### src/rtl/rev_ctr_pkg.sv
package rev_ctr_pkg;
  // Cost of a gate with k controls: 1 for k<2, else 5*(k-1)
  function automatic int gate_cost(input int k);
    return (k < 2) ? 1 : 5 * (k - 1);
  endfunction

  // Bit gates plus one copy gate per bit
  function automatic int cost_total(input int n);
    int s;
    s = 0;
    for (int i = 0; i < n; i++) s += gate_cost(i + 1) + 1;
    return s;
  endfunction

  function automatic int garb_off(input int i);
    return 1 + ((i - 2) * (i - 1)) / 2;
  endfunction

  function automatic int garb_width(input int n);
    return (n < 3) ? 1 : garb_off(n);
  endfunction
endpackage

### src/rtl/rev_mct.sv
module rev_mct #(
  parameter int N_CTRL = 2,
  localparam int ANC_W = (N_CTRL > 2) ? N_CTRL - 2 : 1
) (
  input  logic [N_CTRL-1:0] ctrl_i,
  input  logic [ANC_W-1:0]  anc_i,
  input  logic              tgt_i,
  output logic [N_CTRL-1:0] ctrl_o,
  output logic [ANC_W-1:0]  anc_o,
  output logic              tgt_o
);
  assign ctrl_o = ctrl_i;

  generate
    if (N_CTRL >= 3) begin : g_chain
      logic [N_CTRL-3:0] pp;
      assign pp[0] = ctrl_i[0] & ctrl_i[1];
      for (genvar j = 1; j <= N_CTRL - 3; j++) begin : g_pp
        assign pp[j] = pp[j-1] & ctrl_i[j+1];
      end
      assign anc_o = anc_i ^ pp;
      assign tgt_o = tgt_i ^ (pp[N_CTRL-3] & ctrl_i[N_CTRL-1]);
    end else if (N_CTRL == 2) begin : g_tof
      assign anc_o = anc_i;
      assign tgt_o = tgt_i ^ (ctrl_i[0] & ctrl_i[1]);
    end else begin : g_cnot
      assign anc_o = anc_i;
      assign tgt_o = tgt_i ^ ctrl_i[0];
    end
  endgenerate
endmodule

### src/rtl/rev_up_counter.sv
module rev_up_counter
  import rev_ctr_pkg::*;
#(
  parameter int N = 4,
  localparam int GW     = garb_width(N),
  localparam int COST   = cost_total(N),
  localparam int COST_W = $clog2(COST + 1)
) (
  input  logic              clk_i,
  input  logic              rst_ni,
  input  logic              c_i,
  output logic [N-1:0]      count_o,
  output logic [GW-1:0]     garbage_o,
  output logic [COST_W-1:0] cost_o
);
  logic [N-1:0] q, nxt, cpy;

  assign garbage_o[0] = c_i;
  assign cost_o       = COST_W'(COST);

  // Controls read only present lines, equivalent to applying gates MSB first
  generate
    for (genvar i = 0; i < N; i++) begin : g_bit
      logic cp_unused_anc;
      logic cp_unused_ctrl;
      if (i == 0) begin : g_b0
        logic unused_anc;
        logic unused_ctrl;
        rev_mct #(.N_CTRL(1)) u_gate (
          .ctrl_i(c_i), .anc_i(1'b0), .tgt_i(q[0]),
          .ctrl_o(unused_ctrl), .anc_o(unused_anc), .tgt_o(nxt[0]));
      end else if (i == 1) begin : g_b1
        logic       unused_anc;
        logic [1:0] unused_ctrl;
        rev_mct #(.N_CTRL(2)) u_gate (
          .ctrl_i({q[0], c_i}), .anc_i(1'b0), .tgt_i(q[1]),
          .ctrl_o(unused_ctrl), .anc_o(unused_anc), .tgt_o(nxt[1]));
      end else begin : g_bn
        logic [i:0] unused_ctrl;
        rev_mct #(.N_CTRL(i + 1)) u_gate (
          .ctrl_i({q[i-1:0], c_i}), .anc_i('0), .tgt_i(q[i]),
          .ctrl_o(unused_ctrl), .anc_o(garbage_o[garb_off(i) +: (i-1)]),
          .tgt_o(nxt[i]));
      end
      // Feynman copy onto a constant-0 line
      rev_mct #(.N_CTRL(1)) u_copy (
        .ctrl_i(nxt[i]), .anc_i(1'b0), .tgt_i(1'b0),
        .ctrl_o(cp_unused_ctrl), .anc_o(cp_unused_anc), .tgt_o(cpy[i]));
    end
  endgenerate

  always_ff @(posedge clk_i or negedge rst_ni) begin
    if (!rst_ni) q <= '0;
    else         q <= cpy;
  end

  assign count_o = q;

  assert_hold_R2: assert property (@(posedge clk_i) disable iff (!rst_ni)
    !c_i |=> $stable(count_o));
  assert_incr_R3: assert property (@(posedge clk_i) disable iff (!rst_ni)
    c_i |=> count_o == N'($past(count_o) + 1'b1));
  assert_wrap_R4: assert property (@(posedge clk_i) disable iff (!rst_ni)
    (c_i && &count_o) |=> count_o == '0);
  assert_c_line_R5: assert property (@(posedge clk_i) disable iff (!rst_ni)
    garbage_o[0] == c_i);
  generate
    if (GW > 1) begin : g_ga
      assert_pp_gated_R6: assert property (@(posedge clk_i) disable iff (!rst_ni)
        (|garbage_o[GW-1:1]) |-> c_i);
    end
  endgenerate
endmodule

### config.mk
export PLATFORM = sky130hd
export DESIGN_NAME = rev_up_counter
export DESIGN_NICKNAME = d
export VERILOG_FILES = /design/src/rtl/rev_ctr_pkg.sv /design/src/rtl/rev_mct.sv /design/src/rtl/rev_up_counter.sv
export SDC_FILE = /design/constraint.sdc
export NUM_CORES = 1
export LEC_CHECK = 0
export ABC_AREA = 0
export CAP_MARGIN = 40
export CORE_AREA = 10 10 47 49
export CTS_CLUSTER_DIAMETER = 200
export DETAILED_ROUTE_END_ITERATION = 12
export DIE_AREA = 0 0 57 59
export PLACE_DENSITY_LB_ADDON = 0.2
export SYNTH_ARGS = -nofsm -noshare
export SYNTH_HDL_FRONTEND = slang
export SYNTH_SLANG_ARGS = --single-unit
### constraint.sdc
create_clock -name clk_i -period 1.1 [get_ports clk_i]
set_input_delay 0.275 -clock clk_i [delete_from_list [all_inputs] [get_ports clk_i]]
set_output_delay 0.275 -clock clk_i [all_outputs]
set_load 0.1 [all_outputs]
## Yosys cells after proc, flatten, opt, wreduce, memory -nomap -nowiden

Index checks and enable logic that the tools add are counted.

- Register bits: 4
- Output and inout port bits: 14

- Bitwise gates (word level): 7

Operator list:

| cell | number |
|---|---|
| $xor 1x1->1 | 4 |
| $and 1x1->1 | 3 |

## Depth between registers and ports, before layout

- Word-level depth: 4
- Gate-level depth with buffers: 4
- Gate-level depth less buffers: 4

## Cells and area by module

A second synthesis with hierarchy kept.

- Cell total of the unflattened synthesis: 50
- Area, all modules: 434.2 µm²

By module, submodules not included:

| module | area each (µm²) | cells each | sequential area each (µm²) | times used |
|---|---|---|---|---|
| rev_up_counter | 160.2 | 13 | 100.1 | 1 |
| rev_mct at g_bit[0].g_b0.u_gate ... | 23.8 | 3 | 0.0 | 5 |
| rev_mct at g_bit[3].g_bn.u_gate | 71.3 | 10 | 0.0 | 1 |
| rev_mct at g_bit[2].g_bn.u_gate | 48.8 | 7 | 0.0 | 1 |
| rev_mct at g_bit[1].g_b1.u_gate | 35.0 | 5 | 0.0 | 1 |

## Worst setup path before layout

Ideal clock, no wire load.

- Path type: reg2reg
- Start point: register q[0], in the netlist count_o[0]
- End point: register q[3], in the netlist count_o[3]
- Setup time: 79 ps
- Data required time: 1,021 ps
- Clock period less this slack: 1,801 ps
- Stages on the path, launching flop included: 5
- Buffers on the path: 0
- Arrival: 1,722 ps
- Slack: -701 ps
- Cell sequence: dfrtp_1 ha_1 ha_1 ha_1 xor2_1

- Cells in the longest elaborated chain, start to end: 4

Ends and longest elaborated chain:

| item | RTL line | text |
|---|---|---|
| from (decl) | rev_up_counter.sv:16 | `logic [N-1:0] q, nxt, cpy;` |
| from (signal assigned) | rev_up_counter.sv:54 | `else q <= cpy;` |
| $and 1x1->1 | n/a |  |
| via g_bit[2].g_bn.u_gate.anc_o | rev_mct.sv:9 | `output logic [ANC_W-1:0] anc_o,` |
| $and 1x1->1 | rev_mct.sv:19 | `assign pp[j] = pp[j-1] & ctrl_i[j+1];` |
| via garbage_o[3] | rev_up_counter.sv:13 | `output logic [GW-1:0] garbage_o,` |
| $and 1x1->1 | rev_mct.sv:22 | `assign tgt_o = tgt_i ^ (pp[N_CTRL-3] & ctrl_i[N_CTRL-1]);` |
| $xor 1x1->1 | rev_mct.sv:22 |  |
| via g_bit[3].cp_unused_ctrl | rev_up_counter.sv:25 | `logic cp_unused_ctrl;` |

The timed path passes the listed nets, and every way through them passes these cells.

## Worst setup path after layout

- Start point: register q[0], in the netlist count_o[0]
- End point: output garbage_o[3]

- Cells in the longest elaborated chain, start to end: 2

Ends and longest elaborated chain:

| item | RTL line | text |
|---|---|---|
| $and 1x1->1 | rev_mct.sv:17 | `assign pp[0] = ctrl_i[0] & ctrl_i[1];` |
| $and 1x1->1 | rev_mct.sv:19 |  |
| to (decl) | rev_up_counter.sv:13 |  |

Every way passes these cells.

==> results_dict.tcl <==
set metrics [dict create \
    post-place-ws_ns -0.478 \
    ys_ff_latch 4 \
    cp-end-kind "output pin" \
    clock_latency_ns 0.23 \
    path_class "reg2out" \
    synth_area_um2 251 \
    synth-edff-count 0 \
    cap_violations 0 \
    grt_pass1_wl_um 876 \
    antennaDiodeCount 0 \
    cp_max_fo 2 \
    wl_per_cell_um 10.8 \
    largest_register_ff_count 4 \
    seq_area_um2 101 \
    first_pass_iters 2 \
    synth_flop_cell "dfrtp_1" \
    synth.most_common_cell "buf_4" \
    fin_nets 43 \
    viasPerCell 3.20 \
    synth_cells 23 \
    pin_count 17 \
    hold_viol_final 0 \
    die_h_um 59 \
    cts_tree "built" \
    min_path_type "in2async" \
    numClockSinks 4 \
    dr_total_vias 163 \
    violations "setup timing" \
    place_inst 44 \
    fmax_ghz 0.713 \
    initialDrtViolationCount 3 \
    multi_input_area_um2 114 \
    synth_common_cells "buf_4, dfrtp_1, ha_1, conb_1, xor2_1" \
    grt_use_total 0.0360 \
    reg2reg_depth 5 \
    status "finished, violations left" \
    rsz0062_at_grt "yes" \
    r2r_setup_slack_ns -0.17 \
    skew_ns 0.00368 \
    setup_slack_ns -0.303 \
    r2r_start "count_o[0]$_DFF_PN0_" \
    drc_errors 0 \
    final_core_utilization 0.362 \
    start_kind "flop" \
    grt_max_degree 5 \
    synthTopCellsByArea "dfrtp_1, buf_4, ha_1" \
    fin_crit_ns 1.40 \
    avgSynthCellArea_um2 10.9 \
    htree_num_levels 1 \
    fp.dieW_um 57 \
    grt_pass1_vias 204 \
    gp_congestion 0.578 \
    synth_area_leader_cell "dfrtp_1" \
    setup_tns_ns -1.43 \
    fillers 140 \
    drv_slew 0 \
    clk_pin_slew_worst_paths_ns 0.04 \
    instances_no_fill 51 \
    drive_above_1_share 0.714 \
    setup_viol 7 \
    row_count 14 \
    area_growth_pct 101 \
    worstPathRequired_ns 0.82 \
    yosysWarnings 0 \
    ys_seq_area_frac 0.398 \
    antenna_found_initial 0 \
    die_area_um2 3360 \
    cts_buffers 3 \
    grt.overflow.total 0 \
    core_region_area_um2 1400 \
    drt_wl_total_um 553 \
    crit_path_start "count_o[0]$_DFF_PN0_" \
    io_buffers 10 \
    synthArstFlopShare 1.00 \
    cts.path.max_buffers 2 \
    ant_nets 0 \
    reg2reg_to "count_o[3]$_DFF_PN0_" \
    initial_utilization 0.179 \
    cts_root_buf "clkbuf_4" \
    synth.top_cell.area_share 0.398 \
    fin_crit_sh 1.28 \
    worstPathArrival_ns 1.13 \
    yosysUniqueCellTypes 5 \
]
==> worst max-delay path by stage <==
stage	cells past startpoint	to	slack [ns]
final	3	garbage_o[3]	-0.30
after global routing	3	garbage_o[3]	-0.34
after CTS	3	garbage_o[3]	-0.31
after detailed placement	4	garbage_o[3]	-0.48
after global placement	4	garbage_o[3]	-0.47
after floorplan	4	count_o[3]$_DFF_PN0_	-0.17
==> cells in the final DEF, fill, tap and decap left out <==
cell type and n:
buf_12 8, clkbuf_4 3, conb_1 6, dfrtp_2 1
ha_4 3, xor2_2 1, clkdlybuf4s50_1 1, clkdlybuf4s15_2 1
buf_4 6, dfrtp_1 3, buf_6 2
==> critical path: stages, from the launching register on <==
cell	delay, ns
dfrtp_1	0.40
ha_4	0.18
ha_4	0.16
buf_12	0.16
==> stage by stage <==
step                hold slack, ns  cell area [µm²]
floorplan                  -0.0206              304
global placement             0.484              437
detailed placement           0.488              437
CTS                          0.236              499
global route                 0.237              507
finish                       0.242              507
==> logic make-up after synthesis <==
kind of cell,count (synthesis),share of synthesized area
other,2,0.0299
buffers and inverters,13,0.388
XOR/XNOR,1,0.0348
flip-flops,4,0.398
adder cells (fa/ha/maj),3,0.149
==> final cells by class <==
class	count	share of cell area
timing repair buffer	18	0.491
sequential	4	0.200
clock buffer	3	0.0444
multi-input combinational	10	0.225
tap	16	0.0395
==> metal layers <==
metal  GRT usage  wire length, µm  vias up
li1            -                -       74
met1      0.0204              108       81
met2      0.0713              377        8
met3      0.0236               68        0
met4      0.0302                0        0
met5           0                0        -
==> timing repair <==
action | in CTS | in global routing
hold buffers | 0 | 0
gates resized for setup | 6 | 2
endpoints found under the setup margin | 10 | 9
gates cloned | 0 | 0
pin swaps | 2 | 0
endpoints found under the hold margin | 0 | 0
buffers inserted | 4 | 1
Power is left out: the tool's default activity adds up to more than one toggle a clock period on the data nets, which glitch-free logic cannot reach.
